**src/rtl/qspi_ctrl_pkg.sv**
```systemverilog
package qspi_ctrl_pkg;
  typedef enum logic [1:0] {DEV_FLASH = 2'd0, DEV_RAM_A = 2'd1, DEV_RAM_B = 2'd2} dev_e;
  localparam logic [7:0] CMD_RD   = 8'hEB;
  localparam logic [7:0] CMD_WR   = 8'h38;
  localparam int         NIB_CMD  = 2;
  localparam int         NIB_WORD = 8;
endpackage

```
**src/rtl/qspi_addr_dec.sv**
```systemverilog
module qspi_addr_dec
  import qspi_ctrl_pkg::*;
#(
  parameter int DEV_AW = 24
) (
  input  logic [DEV_AW:0]   addr_i,
  output dev_e              dev_o,
  output logic [DEV_AW-1:0] dev_addr_o
);
  always_comb begin
    if (!addr_i[DEV_AW]) begin
      dev_o      = DEV_FLASH;
      dev_addr_o = addr_i[DEV_AW-1:0];
    end else begin
      dev_o      = addr_i[DEV_AW-1] ? DEV_RAM_B : DEV_RAM_A;
      dev_addr_o = {1'b0, addr_i[DEV_AW-2:0]};
    end
  end
endmodule

```
**src/rtl/qspi_bus_seq.sv**
```systemverilog
module qspi_bus_seq
  import qspi_ctrl_pkg::*;
#(
  parameter int DEV_AW = 24,
  parameter int LAT_W  = 2
) (
  input  logic              clk_i,
  input  logic              rst_ni,
  input  logic              start_i,
  input  dev_e              dev_i,
  input  logic              we_i,
  input  logic [DEV_AW-1:0] addr_i,
  input  logic [31:0]       wdata_i,
  input  logic [LAT_W-1:0]  lat_i,
  input  logic              half_i,
  output logic              busy_o,
  output logic              done_o,
  output logic [31:0]       rdata_o,
  output logic              sck_o,
  input  logic [3:0]        sd_i,
  output logic [3:0]        sd_o,
  output logic [3:0]        sd_oe_o,
  output logic [2:0]        cs_no
);
  localparam int NIB_ADDR = DEV_AW / 4;
  localparam int IDX_W    = $clog2(NIB_CMD + NIB_ADDR + (1 << LAT_W) + NIB_WORD);
  localparam logic [2:0] LAST_A = 3'(NIB_ADDR - 1);

  logic              run_q, ph_q, done_q, we_q, ram_q;
  logic [IDX_W-1:0]  idx_q, pre_q, last_q;
  logic [DEV_AW-1:0] addr_q;
  logic [31:0]       wdata_q, rdata_q;
  logic [2:0]        cs_n_q;

  logic [IDX_W-1:0]  cmd_len, pre_n;
  logic [2:0]        a_nib, d_nib;
  logic [4:0]        a_sh, d_sh;
  logic              in_cmd, in_addr, in_data, sample, fin, oe;
  logic [7:0]        cmd;
  logic [3:0]        nib;

  assign cmd_len = ram_q ? IDX_W'(NIB_CMD) : '0;
  assign in_cmd  = idx_q < cmd_len;
  assign in_addr = idx_q < cmd_len + IDX_W'(NIB_ADDR);
  assign in_data = idx_q >= pre_q;
  assign a_nib   = idx_q[2:0] - cmd_len[2:0];
  assign d_nib   = idx_q[2:0] - pre_q[2:0];
  assign a_sh    = {LAST_A - a_nib, 2'b00};
  // byte 0 first, high nibble first inside a byte
  assign d_sh    = {d_nib[2:1], ~d_nib[0], 2'b00};
  assign cmd     = we_q ? CMD_WR : CMD_RD;

  always_comb begin
    nib = '0;
    oe  = 1'b0;
    if (run_q) begin
      if (in_cmd) begin
        nib = idx_q[0] ? cmd[3:0] : cmd[7:4];
        oe  = 1'b1;
      end else if (in_addr) begin
        nib = addr_q[a_sh +: 4];
        oe  = 1'b1;
      end else if (in_data && we_q) begin
        nib = wdata_q[d_sh +: 4];
        oe  = 1'b1;
      end
    end
  end

  assign sample = run_q && !we_q && in_data && (half_i ? !ph_q : ph_q);
  assign fin    = run_q && (idx_q == last_q) && (ph_q || (half_i && !we_q));
  assign pre_n  = ((dev_i != DEV_FLASH) ? IDX_W'(NIB_CMD) : '0) + IDX_W'(NIB_ADDR)
                + (we_i ? '0 : IDX_W'(lat_i));

  always_ff @(posedge clk_i or negedge rst_ni) begin
    if (!rst_ni) begin
      run_q <= 1'b0; ph_q <= 1'b0; done_q <= 1'b0; we_q <= 1'b0; ram_q <= 1'b0;
      idx_q <= '0; pre_q <= '0; last_q <= '0;
      addr_q <= '0; wdata_q <= '0; rdata_q <= '0;
      cs_n_q <= '1;
    end else begin
      done_q <= 1'b0;
      if (start_i && !run_q) begin
        run_q   <= 1'b1;
        ph_q    <= 1'b0;
        idx_q   <= '0;
        we_q    <= we_i;
        ram_q   <= dev_i != DEV_FLASH;
        addr_q  <= addr_i;
        wdata_q <= wdata_i;
        pre_q   <= pre_n;
        last_q  <= pre_n + IDX_W'(NIB_WORD - 1);
        cs_n_q  <= ~(3'b001 << dev_i);
      end else if (run_q) begin
        if (sample) rdata_q[d_sh +: 4] <= sd_i;
        if (fin) begin
          run_q  <= 1'b0;
          ph_q   <= 1'b0;
          cs_n_q <= '1;
          done_q <= 1'b1;
        end else if (ph_q) begin
          ph_q  <= 1'b0;
          idx_q <= idx_q + 1'b1;
        end else begin
          ph_q <= 1'b1;
        end
      end
    end
  end

  assign busy_o  = run_q;
  assign done_o  = done_q;
  assign rdata_o = rdata_q;
  assign sck_o   = ph_q;
  assign sd_o    = nib;
  assign sd_oe_o = {4{oe}};
  assign cs_no   = cs_n_q;

  AST_ONE_CS: assert property (@(posedge clk_i) disable iff (!rst_ni)
    $countones(~cs_n_q) <= 1);
  AST_SCK_SELECTED: assert property (@(posedge clk_i) disable iff (!rst_ni)
    $rose(ph_q) |-> !(&cs_n_q));
  AST_DONE_DESELECTED: assert property (@(posedge clk_i) disable iff (!rst_ni)
    done_q |-> (&cs_n_q));
  AST_NO_FLASH_WRITE: assert property (@(posedge clk_i) disable iff (!rst_ni)
    (start_i && !run_q && we_i) |-> dev_i != DEV_FLASH);
endmodule

```
**src/rtl/qspi_shared_ctrl.sv**
```systemverilog
module qspi_shared_ctrl
  import qspi_ctrl_pkg::*;
#(
  parameter int DEV_AW = 24,
  parameter int LAT_W  = 2
) (
  input  logic              clk_i,
  input  logic              rst_ni,
  input  logic              instr_req_i,
  input  logic [DEV_AW-1:0] instr_addr_i,
  output logic              instr_ready_o,
  output logic [31:0]       instr_rdata_o,
  input  logic              data_req_i,
  input  logic              data_we_i,
  input  logic [DEV_AW:0]   data_addr_i,
  input  logic [31:0]       data_wdata_i,
  output logic              data_ready_o,
  output logic [31:0]       data_rdata_o,
  output logic              sck_o,
  input  logic [3:0]        sd_i,
  output logic [3:0]        sd_o,
  output logic [3:0]        sd_oe_o,
  output logic              cs_flash_no,
  output logic              cs_rama_no,
  output logic              cs_ramb_no
);
  logic [LAT_W-1:0]  lat_q;
  logic              half_q;
  dev_e              d_dev, s_dev;
  logic [DEV_AW-1:0] d_addr, s_addr;
  logic              busy, done, owner_q, skip_q, idle, go, skip, start, s_we;
  logic [31:0]       rdata;
  logic [2:0]        cs_n;

  // latency options sampled from the pads while reset is held
  always_ff @(posedge clk_i) begin
    if (!rst_ni) begin
      lat_q  <= sd_i[LAT_W-1:0];
      half_q <= sd_i[2];
    end
  end

  qspi_addr_dec #(.DEV_AW(DEV_AW)) u_dec (
    .addr_i(data_addr_i), .dev_o(d_dev), .dev_addr_o(d_addr)
  );

  assign idle   = !busy && !done && !skip_q;
  assign go     = idle && (data_req_i || instr_req_i);
  assign skip   = go && data_req_i && data_we_i && d_dev == DEV_FLASH;
  assign start  = go && !skip;
  assign s_dev  = data_req_i ? d_dev : DEV_FLASH;
  assign s_addr = data_req_i ? d_addr : instr_addr_i;
  assign s_we   = data_req_i && data_we_i;

  always_ff @(posedge clk_i or negedge rst_ni) begin
    if (!rst_ni) begin
      owner_q <= 1'b0;
      skip_q  <= 1'b0;
    end else begin
      skip_q <= skip;
      if (go) owner_q <= data_req_i;
    end
  end

  qspi_bus_seq #(.DEV_AW(DEV_AW), .LAT_W(LAT_W)) u_seq (
    .clk_i, .rst_ni,
    .start_i(start), .dev_i(s_dev), .we_i(s_we), .addr_i(s_addr),
    .wdata_i(data_wdata_i), .lat_i(lat_q), .half_i(half_q),
    .busy_o(busy), .done_o(done), .rdata_o(rdata),
    .sck_o, .sd_i, .sd_o, .sd_oe_o, .cs_no(cs_n)
  );

  assign cs_flash_no   = cs_n[DEV_FLASH];
  assign cs_rama_no    = cs_n[DEV_RAM_A];
  assign cs_ramb_no    = cs_n[DEV_RAM_B];
  assign data_ready_o  = (done && owner_q) || skip_q;
  assign instr_ready_o = done && !owner_q;
  assign data_rdata_o  = rdata;
  assign instr_rdata_o = rdata;

  AST_READY_EXCL: assert property (@(posedge clk_i) disable iff (!rst_ni)
    !(instr_ready_o && data_ready_o));
  AST_OE_DESELECTED: assert property (@(posedge clk_i) disable iff (!rst_ni)
    (cs_flash_no && cs_rama_no && cs_ramb_no) |-> sd_oe_o == 4'h0);
  AST_SKIP_NO_CS: assert property (@(posedge clk_i) disable iff (!rst_ni)
    skip_q |-> (cs_flash_no && cs_rama_no && cs_ramb_no));
endmodule

```
**config.mk**
```make
export PLATFORM = sky130hd
export DESIGN_NAME = qspi_shared_ctrl
export DESIGN_NICKNAME = d
export VERILOG_FILES = /design/src/rtl/qspi_ctrl_pkg.sv /design/src/rtl/qspi_addr_dec.sv /design/src/rtl/qspi_bus_seq.sv /design/src/rtl/qspi_shared_ctrl.sv
export SDC_FILE = /design/constraint.sdc
export NUM_CORES = 1
export LEC_CHECK = 0
export ABC_AREA = 1
export BUFFER_PORTS_ARGS = -buffer_cell sky130_fd_sc_hd__buf_4
export CAP_MARGIN = 20
export CORE_UTILIZATION = 58
export CTS_CLUSTER_DIAMETER = 150
export DETAILED_ROUTE_END_ITERATION = 6
export PLACE_DENSITY = 0.87
export SYNTH_ARGS = -nofsm -noshare
export SYNTH_HDL_FRONTEND = slang
export SYNTH_SLANG_ARGS = --single-unit
```
**constraint.sdc**
```tcl
create_clock -name clk_i -period 7.6 [get_ports clk_i]
set_input_delay 1.14 -clock clk_i [delete_from_list [all_inputs] [get_ports clk_i]]
set_output_delay 1.14 -clock clk_i [all_outputs]
set_load 0.01 [all_outputs]
```
==> results.sh <==
export IMPL_final_nets=1072
export IMPL_p_per_area_nw_per_um2=504
export IMPL_avgSynthCellArea_um2=7.58
export IMPL_layout_commonest_cell="nand2_1"
export IMPL_p_int_mw=2.13
export IMPL_ys_seq_area_share_pct=44.7
export IMPL_cts_hold_buf=0
export IMPL_syn_area_um2=6420
export IMPL_die_w_um=107
export IMPL_status="finished, final reports clean"
export IMPL_wl_met2_mm=7.56
export IMPL_drt_wl_total_mm=15.3
export IMPL_tritoncts="done"
export IMPL_required_ps=6460
export IMPL_place_inst=1085
export IMPL_coreArea_um2=10800
export IMPL_crit_type="flop to output port"
export IMPL_p_leak_nw=4.08
export IMPL_gp_congestion=0.841
export IMPL_grt_overflow=0
export IMPL_synthCells=847
export IMPL_wire_per_inst_um=13.7
export IMPL_antenna_found_initial=0
export IMPL_dp_hpwl_mm=10.6
export IMPL_ys_ff_latch=114
export IMPL_met3WireLength_um=954
export IMPL_relSlewSlack_pct=40.7
export IMPL_p_comb_share_pct=54.4
export IMPL_drt_pass1_iter_count=5
export IMPL_setup_tns_ps=0
export IMPL_cts_setup_buffers=0
export IMPL_final_hold_violation_count=0
export IMPL_skew_ps=6.83
export IMPL_p_switching_mw=1.88
export IMPL_tightestPinTransition_ps=890
export IMPL_preCtsSetupSlack_ps=3350
export IMPL_cts_root_buf="clkbuf_8"
export IMPL_setup_viol_count_final=0
export IMPL_cp_buffers_inverters=4
export IMPL_clk_latency_ps=510
export IMPL_ant_nets=0
export IMPL_fin_cells=1116
export IMPL_io_pins=168
export IMPL_rows=38
export IMPL_cts_clk_slew_worst_paths_ps=60
export IMPL_route_vias_total=5934
export IMPL_grt_max_degree=98
export IMPL_slew_viol_final=0
export IMPL_cts_max_path_buffers=2
export IMPL_vias_per_cell=5.32
export IMPL_cap_violations=0
export IMPL_grt_util_all_layers_pct=28.4
export IMPL_grt_pass1_wl_mm=25.7
export IMPL_syn_num_nets=955
export IMPL_cp_common_cell="nand2_1"
export IMPL_grt_pass1_vias=5747
export IMPL_drc=0
export IMPL_io_buffers=167
export IMPL_post_route_min_period_ps=4970
export IMPL_hold_class="flop to flop"
export IMPL_top_layer_used="met4"
export IMPL_worstPathMaxFanout=25
export IMPL_path_cells="inv_2 -> ha_1 -> inv_4 -> nand2_1 -> nand4_1 -> nand3_1 -> nand2_1 -> nand2_1 -> nand2_1 -> inv_1 -> buf_4"
export IMPL_start_util_pct=59.5
export IMPL_total_power_mw=4.01
export IMPL_fp_dieH_um=107
export IMPL_ys_types=38
export IMPL_drive_above_1_share_pct=23.8
export IMPL_min_period_over_period_pct=65.4
export IMPL_cts_resized=0
export IMPL_setup_slack_ps=2630
export IMPL_nFillCells=830
export IMPL_irDropWorstVdd_uv=331
export IMPL_htreeDepth=4
export IMPL_numCtsBuffers=17
export IMPL_syn2layout_area_growth_pct=23.8
export IMPL_clkPwrFrac_pct=18.1
export IMPL_seqPwrFrac_pct=27.5
export IMPL_fmax_mhz=201
export IMPL_drt_iter0_drc=368
export IMPL_m1WireLength_mm=6.49
export IMPL_cpPeakStageDelay_ps=880
export IMPL_die_area_um2=11500
export IMPL_yosys_warnings=0
export IMPL_switching_share_pct=46.8
export IMPL_worst_ep_arrival_time_ps=3830
export IMPL_start_kind="flop"
export IMPL_cp_slowest_cell="ha_1"
export IMPL_layout_common_cells="nand2_1, buf_4, dfrtp_1"
export IMPL_numClockSinks=114
export IMPL_rsz0062_at_grt="no"
export IMPL_endpoint_kind="output port"
export IMPL_crit_family="adder cells"
export IMPL_antennaDiodeCount=0
==> worst reg2reg max path: stages (launching register included) <==
cell     delay (ps)
dfrtp_1         810
inv_2           240
ha_1            880
inv_4           260
ha_1            280
ha_1            620
inv_1           230
nor2_1          360
nand2_2         130
nand2_1          90
nand2_1          50
==> metal layers <==
layer  vias to the layer above  GRT usage (%)
li1                       2882              -
met1                      2765           35.1
met2                       255           49.1
met3                        32           4.62
met4                         0           12.1
met5                         -              0
==> power groups by stage <==
stage	combinational, mW	sequential [mW]	clock (mW)
after CTS	2.17	1.10	0.728
after global placement	2.06	1.09	0
after global routing	2.43	1.13	0.759
final	2.18	1.10	0.725
after detailed placement	2.13	1.10	0
after floorplan	1.61	1.06	0
==> sequential cells by signal, indices dropped and copies added (netlist names), 2 cells and up <==
signal and count:
u_seq.rdata_o 32, u_seq.wdata_q 32, u_seq.addr_q 24, u_seq.idx_q 5
u_seq.last_q 4, u_seq.pre_q 4, u_seq.cs_no 3, lat_q 2
==> per-stage QoR <==
stage	hold WS, ps	instance area (um^2)	utilization (%)
finish	473	7950	73.6
global route	506	7950	73.6
CTS	477	7950	73.6
detailed placement	459	7400	68.5
global placement	455	7400	68.5
floorplan	442	6420	-
==> cells in the mapped netlist, drive strengths merged <==
cell | instances | area share, %
edfxtp | 3 | 1.4
buf | 63 | 6.8
clkbuf | 8 | 0.49
nand2 | 348 | 21
nand4 | 12 | 1.2
nor3 | 14 | 1.2
o211ai | 2 | 0.23
nor2 | 81 | 5.3
inv | 59 | 3.5
xnor2 | 4 | 0.84
xor2 | 3 | 0.41
nand3 | 64 | 5.7
clkinv | 1 | 0.058
a31oi | 23 | 2.2
o22ai | 1 | 0.098
dfrtp | 108 | 42
o21ai | 26 | 2.0
o21a | 3 | 0.35
ha | 16 | 3.1
fa | 2 | 0.62
dfstp | 3 | 1.2
a21oi | 3 | 0.29
==> area by class of cell <==
class                           count  area (um^2)  area share [%]
Timing Repair Buffer              169         1270            16.0
Multi-Input combinational cell    602         2850            35.9
Clock inverter                      8         51.3           0.646
Tap cell                          140          175            2.20
Inverter                           60          230            2.90
Sequential cell                   114         2870            36.1
Clock buffer                       23          498            6.27
==> path summary, 6_finish.rpt <==
path,from,end,slack (ps),depth (start not counted)
worst max-delay path,u_seq.idx_q[0]$_DFFE_PN0P_,sd_oe_o[1],2630,11
worst min-delay path,u_seq.wdata_q[21]$_DFFE_PN0N_,u_seq.wdata_q[21]$_DFFE_PN0N_,470,2
worst max register to register,u_seq.idx_q[0]$_DFFE_PN0P_,u_seq.rdata_o[4]$_DFFE_PN0P_,3550,10
worst min register to register,u_seq.wdata_q[21]$_DFFE_PN0N_,u_seq.wdata_q[21]$_DFFE_PN0N_,470,2
max in group asynchronous,rst_ni,u_seq.wdata_q[10]$_DFFE_PN0N_,5710,2
min in group asynchronous,rst_ni,u_seq.rdata_o[6]$_DFFE_PN0P_,610,1
==> kinds of logic after synthesis <==
kind of cell               synth area share [%]
and+or+nand+nor                            34.2
buffers and inverters                      10.9
DFF                                        44.7
AOI/OAI and AO/OA                          5.24
adders and majority gates                  3.74
xor gates and xnor gates                   1.25
Power figures use the tool's default switching activity.
